File: src/rtl/extint_pkg.sv
package extint_pkg;

  // Trigger modes, encoded as the per-channel mode input.
  typedef enum logic {
    TRIG_LEVEL = 1'b0,
    TRIG_EDGE  = 1'b1
  } trig_mode_e;

  // Width of a counter that must reach n-1.
  function automatic int cnt_width(input int n);
    return (n <= 2) ? 1 : $clog2(n);
  endfunction

endpackage

File: src/rtl/extint_rst_sync.sv
module extint_rst_sync (
  input  logic clk,
  input  logic rst_n,
  output logic rst_n_sync
);

  logic stage1_q;
  logic stage2_q;

  always_ff @(posedge clk or negedge rst_n) begin
    if (!rst_n) begin
      stage1_q <= 1'b0;
      stage2_q <= 1'b0;
    end else begin
      stage1_q <= 1'b1;
      stage2_q <= stage1_q;
    end
  end

  assign rst_n_sync = stage2_q;

endmodule

File: src/rtl/extint_tick_gen.sv
module extint_tick_gen #(
  parameter int CYCLE_LEN = 12
) (
  input  logic clk,
  input  logic rst_n,
  output logic tick
);

  localparam int CW = extint_pkg::cnt_width(CYCLE_LEN);
  localparam logic [CW-1:0] LAST = CW'(CYCLE_LEN - 1);

  logic [CW-1:0] cnt_q;
  logic [CW-1:0] cnt_d;
  logic          at_last;

  assign at_last = (cnt_q == LAST);

  always_comb begin
    if (at_last) cnt_d = '0;
    else         cnt_d = cnt_q + CW'(1);
  end

  always_ff @(posedge clk or negedge rst_n) begin
    if (!rst_n) cnt_q <= '0;
    else        cnt_q <= cnt_d;
  end

  assign tick = at_last;

endmodule

File: src/rtl/extint_pin_sync.sv
module extint_pin_sync (
  input  logic clk,
  input  logic rst_n,
  input  logic pin_async,
  output logic pin_sync
);

  // Idle (high) is the reset value, so reset itself creates no transition.
  logic meta_q;
  logic sync_q;

  always_ff @(posedge clk or negedge rst_n) begin
    if (!rst_n) begin
      meta_q <= 1'b1;
      sync_q <= 1'b1;
    end else begin
      meta_q <= pin_async;
      sync_q <= meta_q;
    end
  end

  assign pin_sync = sync_q;

endmodule

File: src/rtl/extint_chan.sv
module extint_chan (
  input  logic clk,
  input  logic rst_n,
  input  logic tick,
  input  logic pin_s,
  input  logic mode,
  input  logic ack,
  input  logic wr_en,
  input  logic wr_val,
  output logic flag
);

  import extint_pkg::*;

  logic samp_q;
  logic samp_d;
  logic flag_q;
  logic flag_d;
  logic hw_set;
  logic lvl_clr;
  logic edg_clr;
  logic is_edge;

  assign is_edge = (trig_mode_e'(mode) == TRIG_EDGE);

  // A new sample is taken only on the tick; samp_q holds the previous one.
  always_comb begin
    if (tick) samp_d = pin_s;
    else      samp_d = samp_q;
  end

  // Set: edge mode needs high then low; level mode needs any low sample.
  assign hw_set  = tick && !pin_s && (is_edge ? samp_q : 1'b1);
  assign lvl_clr = tick && pin_s && !is_edge;
  assign edg_clr = ack && is_edge;

  // Priority, highest first: hw set, sw write, vector clear, level clear.
  always_comb begin
    if (hw_set)       flag_d = 1'b1;
    else if (wr_en)   flag_d = wr_val;
    else if (edg_clr) flag_d = 1'b0;
    else if (lvl_clr) flag_d = 1'b0;
    else              flag_d = flag_q;
  end

  // Previous sample resets low so a pin held low through reset gives no edge.
  always_ff @(posedge clk or negedge rst_n) begin
    if (!rst_n) begin
      samp_q <= 1'b0;
      flag_q <= 1'b0;
    end else begin
      samp_q <= samp_d;
      flag_q <= flag_d;
    end
  end

  assign flag = flag_q;

endmodule

File: src/rtl/extint_sampler.sv
module extint_sampler #(
  parameter int NCH       = 2,
  parameter int CYCLE_LEN = 12
) (
  input  logic           clk,
  input  logic           rst_n,
  input  logic [NCH-1:0] pin_n,
  input  logic [NCH-1:0] trig_edge,
  input  logic [NCH-1:0] vec_ack,
  input  logic [NCH-1:0] sw_we,
  input  logic [NCH-1:0] sw_wdata,
  output logic [NCH-1:0] req,
  output logic           mc_tick
);

  logic rst_n_int;
  logic tick;

  extint_rst_sync u_rst (
    .clk        (clk),
    .rst_n      (rst_n),
    .rst_n_sync (rst_n_int)
  );

  extint_tick_gen #(.CYCLE_LEN(CYCLE_LEN)) u_tick (
    .clk   (clk),
    .rst_n (rst_n_int),
    .tick  (tick)
  );

  for (genvar g = 0; g < NCH; g++) begin : g_ch
    logic pin_s;

    extint_pin_sync u_sync (
      .clk       (clk),
      .rst_n     (rst_n_int),
      .pin_async (pin_n[g]),
      .pin_sync  (pin_s)
    );

    extint_chan u_chan (
      .clk    (clk),
      .rst_n  (rst_n_int),
      .tick   (tick),
      .pin_s  (pin_s),
      .mode   (trig_edge[g]),
      .ack    (vec_ack[g]),
      .wr_en  (sw_we[g]),
      .wr_val (sw_wdata[g]),
      .flag   (req[g])
    );
  end

  assign mc_tick = tick;

endmodule

File: config.mk
export PLATFORM = sky130hd
export DESIGN_NAME = extint_sampler
export DESIGN_NICKNAME = d
export VERILOG_FILES = /design/src/rtl/extint_pkg.sv /design/src/rtl/extint_rst_sync.sv /design/src/rtl/extint_tick_gen.sv /design/src/rtl/extint_pin_sync.sv /design/src/rtl/extint_chan.sv /design/src/rtl/extint_sampler.sv
export SDC_FILE = /design/constraint.sdc
export NUM_CORES = 1
export LEC_CHECK = 0
export CAP_MARGIN = 15
export CORE_AREA = 2 2 39 41
export CTS_BUF_LIST = sky130_fd_sc_hd__clkbuf_16
export DETAILED_ROUTE_END_ITERATION = 10
export DIE_AREA = 0 0 41 43
export PLACE_DENSITY = 0.82
export SKIP_LAST_GASP = 1
export SYNTH_ARGS = -nofsm -noshare
export SYNTH_HDL_FRONTEND = slang
export SYNTH_HIERARCHICAL = 1
export SYNTH_SLANG_ARGS = --single-unit
File: constraint.sdc
create_clock -name clk -period 1.35 [get_ports clk]
set_input_delay 0.27 -clock clk [delete_from_list [all_inputs] [get_ports clk]]
set_output_delay 0.27 -clock clk [all_outputs]
set_load 0.05 [all_outputs]
======== After elaboration in Yosys (flattened, before gate mapping) ========
Index checks and enable logic that the tools add are counted.
operators by class
  add/sub/neg operators ................... 1
  equality and inequality tests ........... 1
  mux-type cells .......................... 11
  reduce and logical (&&, ||, !) cells .... 16
operators with widths
  cell                   count
  $logic_and A1 B1 Y1    10
  $mux W1                10
  $reduce_bool A4 Y1     2
  $add A4 B1 Y4 const B  1
  $eq A4 B4 Y1 const B   1
  $logic_not A1 Y1       4
  $mux W4                1
storage, ports and cells
  register bits ........................... 14
  output and inout bits ................... 3

======== Longest topological paths before layout ========
  depth in word-level cells ............... 7
  mapped depth ............................ 5
  gate-level depth less buffers ........... 5

======== Modules after synthesis ========
The synthesis kept the hierarchy.
by module, submodules not included
  module           times used  cells an instance  area each (um2)  seq. area each (um2)
  extint_chan      2           10                 108.9            50.0
  extint_tick_gen  1           14                 180.2            100.1
  extint_pin_sync  2           2                  52.6             52.6
  extint_rst_sync  1           3                  53.8             50.0

======== Least setup slack after synthesis ========
OpenSTA, ideal clock, no wires.
  path kind ............................... register -> register
  from .................................... register u_tick.cnt_q[0]
  to ...................................... register g_ch[0].u_chan.samp_q
  arrival ................................. 1550 ps
  path slack .............................. -325 ps
  cell stages (with the launch flop) ...... 4
  clock period less this slack ............ 1675 ps
  path through ............................ dfrtp_1 > ha_1 > and3b_1 > mux2_4
between the ends
  cells in the longest elaborated chain, start to end .. 1
RTL lines
  item                      line                   text
  start: declaration        extint_tick_gen.sv:12  logic [CW-1:0] cnt_q;
  start signal: assignment  extint_tick_gen.sv:25  else cnt_q <= cnt_d;
  $eq A4 B4 Y1              extint_tick_gen.sv:16  assign at_last = (cnt_q == LAST);
  named net mc_tick         extint_sampler.sv:13   output logic mc_tick
  end signal: assignment    extint_chan.sv:52      samp_q <= samp_d;
  end: declaration          extint_chan.sv:15      logic samp_q;
The timed path passes the listed nets, and every way through them passes these cells.
A chain may end at the register's enable or synchronous reset.

======== Final worst setup path ========
  from .................................... register u_tick.cnt_q[1]
  to ...................................... output port mc_tick
between the ends
  cells in the longest elaborated chain, start to end .. 1
RTL lines
  item              line
  $eq A4 B4 Y1      extint_tick_gen.sv:16
  end: declaration  extint_sampler.sv:13
No other way between the ends.

==> metrics.cfg <==
[synth]
yosysWarnings=6
netlist_instances=41
yosysTopAreaCellShare_pct=44.9
synth-seq-cells=14
seq_area_frac_synth_pct=63.8
synth.area.top_cells=dfrtp_1 (45%), dfstp_2 (19%), mux2_4 (8.1%), nand4b_1 (4.7%), o211ai_2 (4.5%)
synth_top_cell_by_area=dfrtp_1
avgSynthCellArea_um2=13.6
syn_nets=54
netlist_area_um2=557
ys_types=16

[setup_path]
crit_arrival_ns=1.14
worst-setup-path-type=reg -> out
crit_buf_inv=1
max_stage_delay_ns=0.40
required_ns=1.08
critPathCaptureType=output pin
start_kind=flip-flop
worstPathCellList=ha_4, and3b_4, buf_12
path_delay_family=flip-flops
crit_slowest_cell=dfrtp_1
critPathMaxFanout=2

[cells_and_area]
final_nets=77
post-route-util_pct=62.8
diodes=0
drive_above_1_share_pct=37.1
area_growth_pct=56.2

[die]
num_rows=14
die_x_um=41
die_h_um=43
coreArea_um2=1380
io_pins=15
die-area_um2=1760
start_util_pct=40.2

[sta]
timing.final.ws_setup_ns=-0.0642
fmax_mhz=707
rsz0062_at_grt=yes
skew_ns=0.00229
fin_crit_sh_pct=105
setup_tns_ns=-0.0642
finalMaxSlewViolations=0
min_period_ns=1.41
setup_viol=1
hold_viol=0

[power]
vdd_drop_max_v=0.000847
power_density_nw_per_um2=1250
leakage_nw=0.377

[routing]
postRouteAntennaNets=0
drc=0
drt_iter0_markers=1
wire_per_inst_um=12.6
routed_wl_um=986
vias=379
firstDrtPassIters=4
viasPerCell=4.86

[run_status]
status=complete, but fails checks
violations=setup timing

[cts]
cts_buffers=3
cts.reportedPaths.clkPinSlew_ns=0.04
cts_buffer_depth=2
cts-root-buf=clkbuf_16
insertion_delay_ns=0.24
clock-sinks=14
cts_tree=yes
ctsHtreeMaxLevel=1
cts_hold_buf=0

[grt]
grt_max_degree=13
met3_usage_pct=4.19
grt_overflow=0
grt_use_total_pct=14.8
grt.busiest_layer=met2
antenna_found_initial=0
grtUsageMet1_pct=17.3
grt_util_met2_pct=21.6
grt_pass1_wl_um=1660
grt_pass1_vias=399

[placement]
place_ws_ns=0.0640
finalWeightedCongestion=0.722
dpl.hpwl_um=655
portBuffers=14

[run]
maxCapViolCount=0

[hold_path]
hold_class=reg -> async

final timing paths:
path	from	to	slack [ns]	cells after the start
setup / recovery	u_tick/cnt_q[1]	mc_tick	-0.06	3
hold / removal	u_rst/rst_n_sync	u_tick/cnt_q[3]	0.19	0
setup reg to reg	u_tick/cnt_q[2]	g_ch[1].u_chan/samp_q	0.01	3
hold reg to reg	u_rst/rst_n_sync	u_tick/cnt_q[3]	0.19	0
max in group asynchronous	u_rst/rst_n_sync	u_tick/cnt_q[2]	0.81	0
min in group clk	u_rst/stage1_q	u_rst/rst_n_sync	0.35	0
flip-flops by register name (all words and copies together) (netlist names):
name / count
g_ch.u_sync/meta_q: 2
u_rst/stage1_q: 1
g_ch.u_chan/flag: 2
g_ch.u_sync/pin_sync: 2
u_rst/rst_n_sync: 1
g_ch.u_chan/samp_q: 2
u_tick/cnt_q: 4
final cells by class:
cell class	count	area, µm²
inverter	2	7.51
timing repair buffer	18	200
sequential	14	357
fill	107	514
multi-input combinational	25	210
tap	16	20.0
clock buffer	3	75.1
worst register-to-register path, stage by stage, from the launching register on:
cell,delay (ns)
dfrtp_2,0.43
and3b_4,0.33
buf_4,0.16
mux2_4,0.30
metal layers:
layer  vias to the layer above  part of all wire, %
met5                         -                    0
met4                         0                  1.8
met3                         2                  8.0
met2                        19                   45
met1                       177                   45
li1                        181                    -
where the power goes:
| group | internal [mW] | switching (mW) | total, mW |
|---|---|---|---|
| clock | 0.385 | 0.144 | 0.529 |
| sequential | 0.444 | 0.0173 | 0.461 |
| combinational | 0.0602 | 0.0354 | 0.0956 |
cells by family after synthesis:
| logic type | share of synthesized area (%) |
|---|---|
| buf+inv | 1.35 |
| simple gates | 16.0 |
| fa+ha+maj | 2.25 |
| flops | 63.8 |
| mux | 8.09 |
| compound gates | 7.86 |
| other cells | 0.674 |
Yosys cell counts:
| library cell | instances |
|---|---|
| inv_1 | 2 |
| o21ai_1 | 2 |
| nand2b_1 | 3 |
| nor2_2 | 1 |
| dfrtp_1 | 10 |
| ha_1 | 1 |
| mux2_4 | 3 |
| o211ai_2 | 2 |
| nor2_1 | 1 |
| and3b_1 | 1 |
| o221ai_1 | 1 |
| conb_1 | 1 |
| dfstp_2 | 4 |
| nand4b_1 | 3 |
| nand2_1 | 5 |
| and2_1 | 1 |
cell usage in the layout, fill, tap and decap left out, types with 3 or more instances in the layout:
cell type / netlist / final
buf_12: 0 / 3
nand2_1: 5 / 5
dfstp_2: 4 / 4
buf_4: 0 / 4
nand4b_1: 3 / 3
clkbuf_16: 0 / 3
dfrtp_1: 10 / 9
mux2_4: 3 / 3
nand2b_1: 3 / 3
clkdlybuf4s50_1: 0 / 11
through the flow:
| stage | total power, mW | area (µm²) | cells | hold slack [ns] |
|---|---|---|---|---|
| floorplan | 0.498 | 563 | 41 | -0.0256 |
| global placement | 0.562 | 761 | 72 | 0.194 |
| detailed placement | 0.563 | 761 | 72 | 0.204 |
| CTS | 1.11 | 868 | 78 | 0.195 |
| global route | 1.14 | 870 | 78 | 0.200 |
| finish | 1.09 | 870 | 78 | 0.192 |
what timing repair did:
item,4_1_cts,5_1_grt
gates resized for setup,1,1
endpoints found under the setup margin,1,5
pin swaps,1,1
setup buffers,3,0
Power figures use the tool's default switching activity.
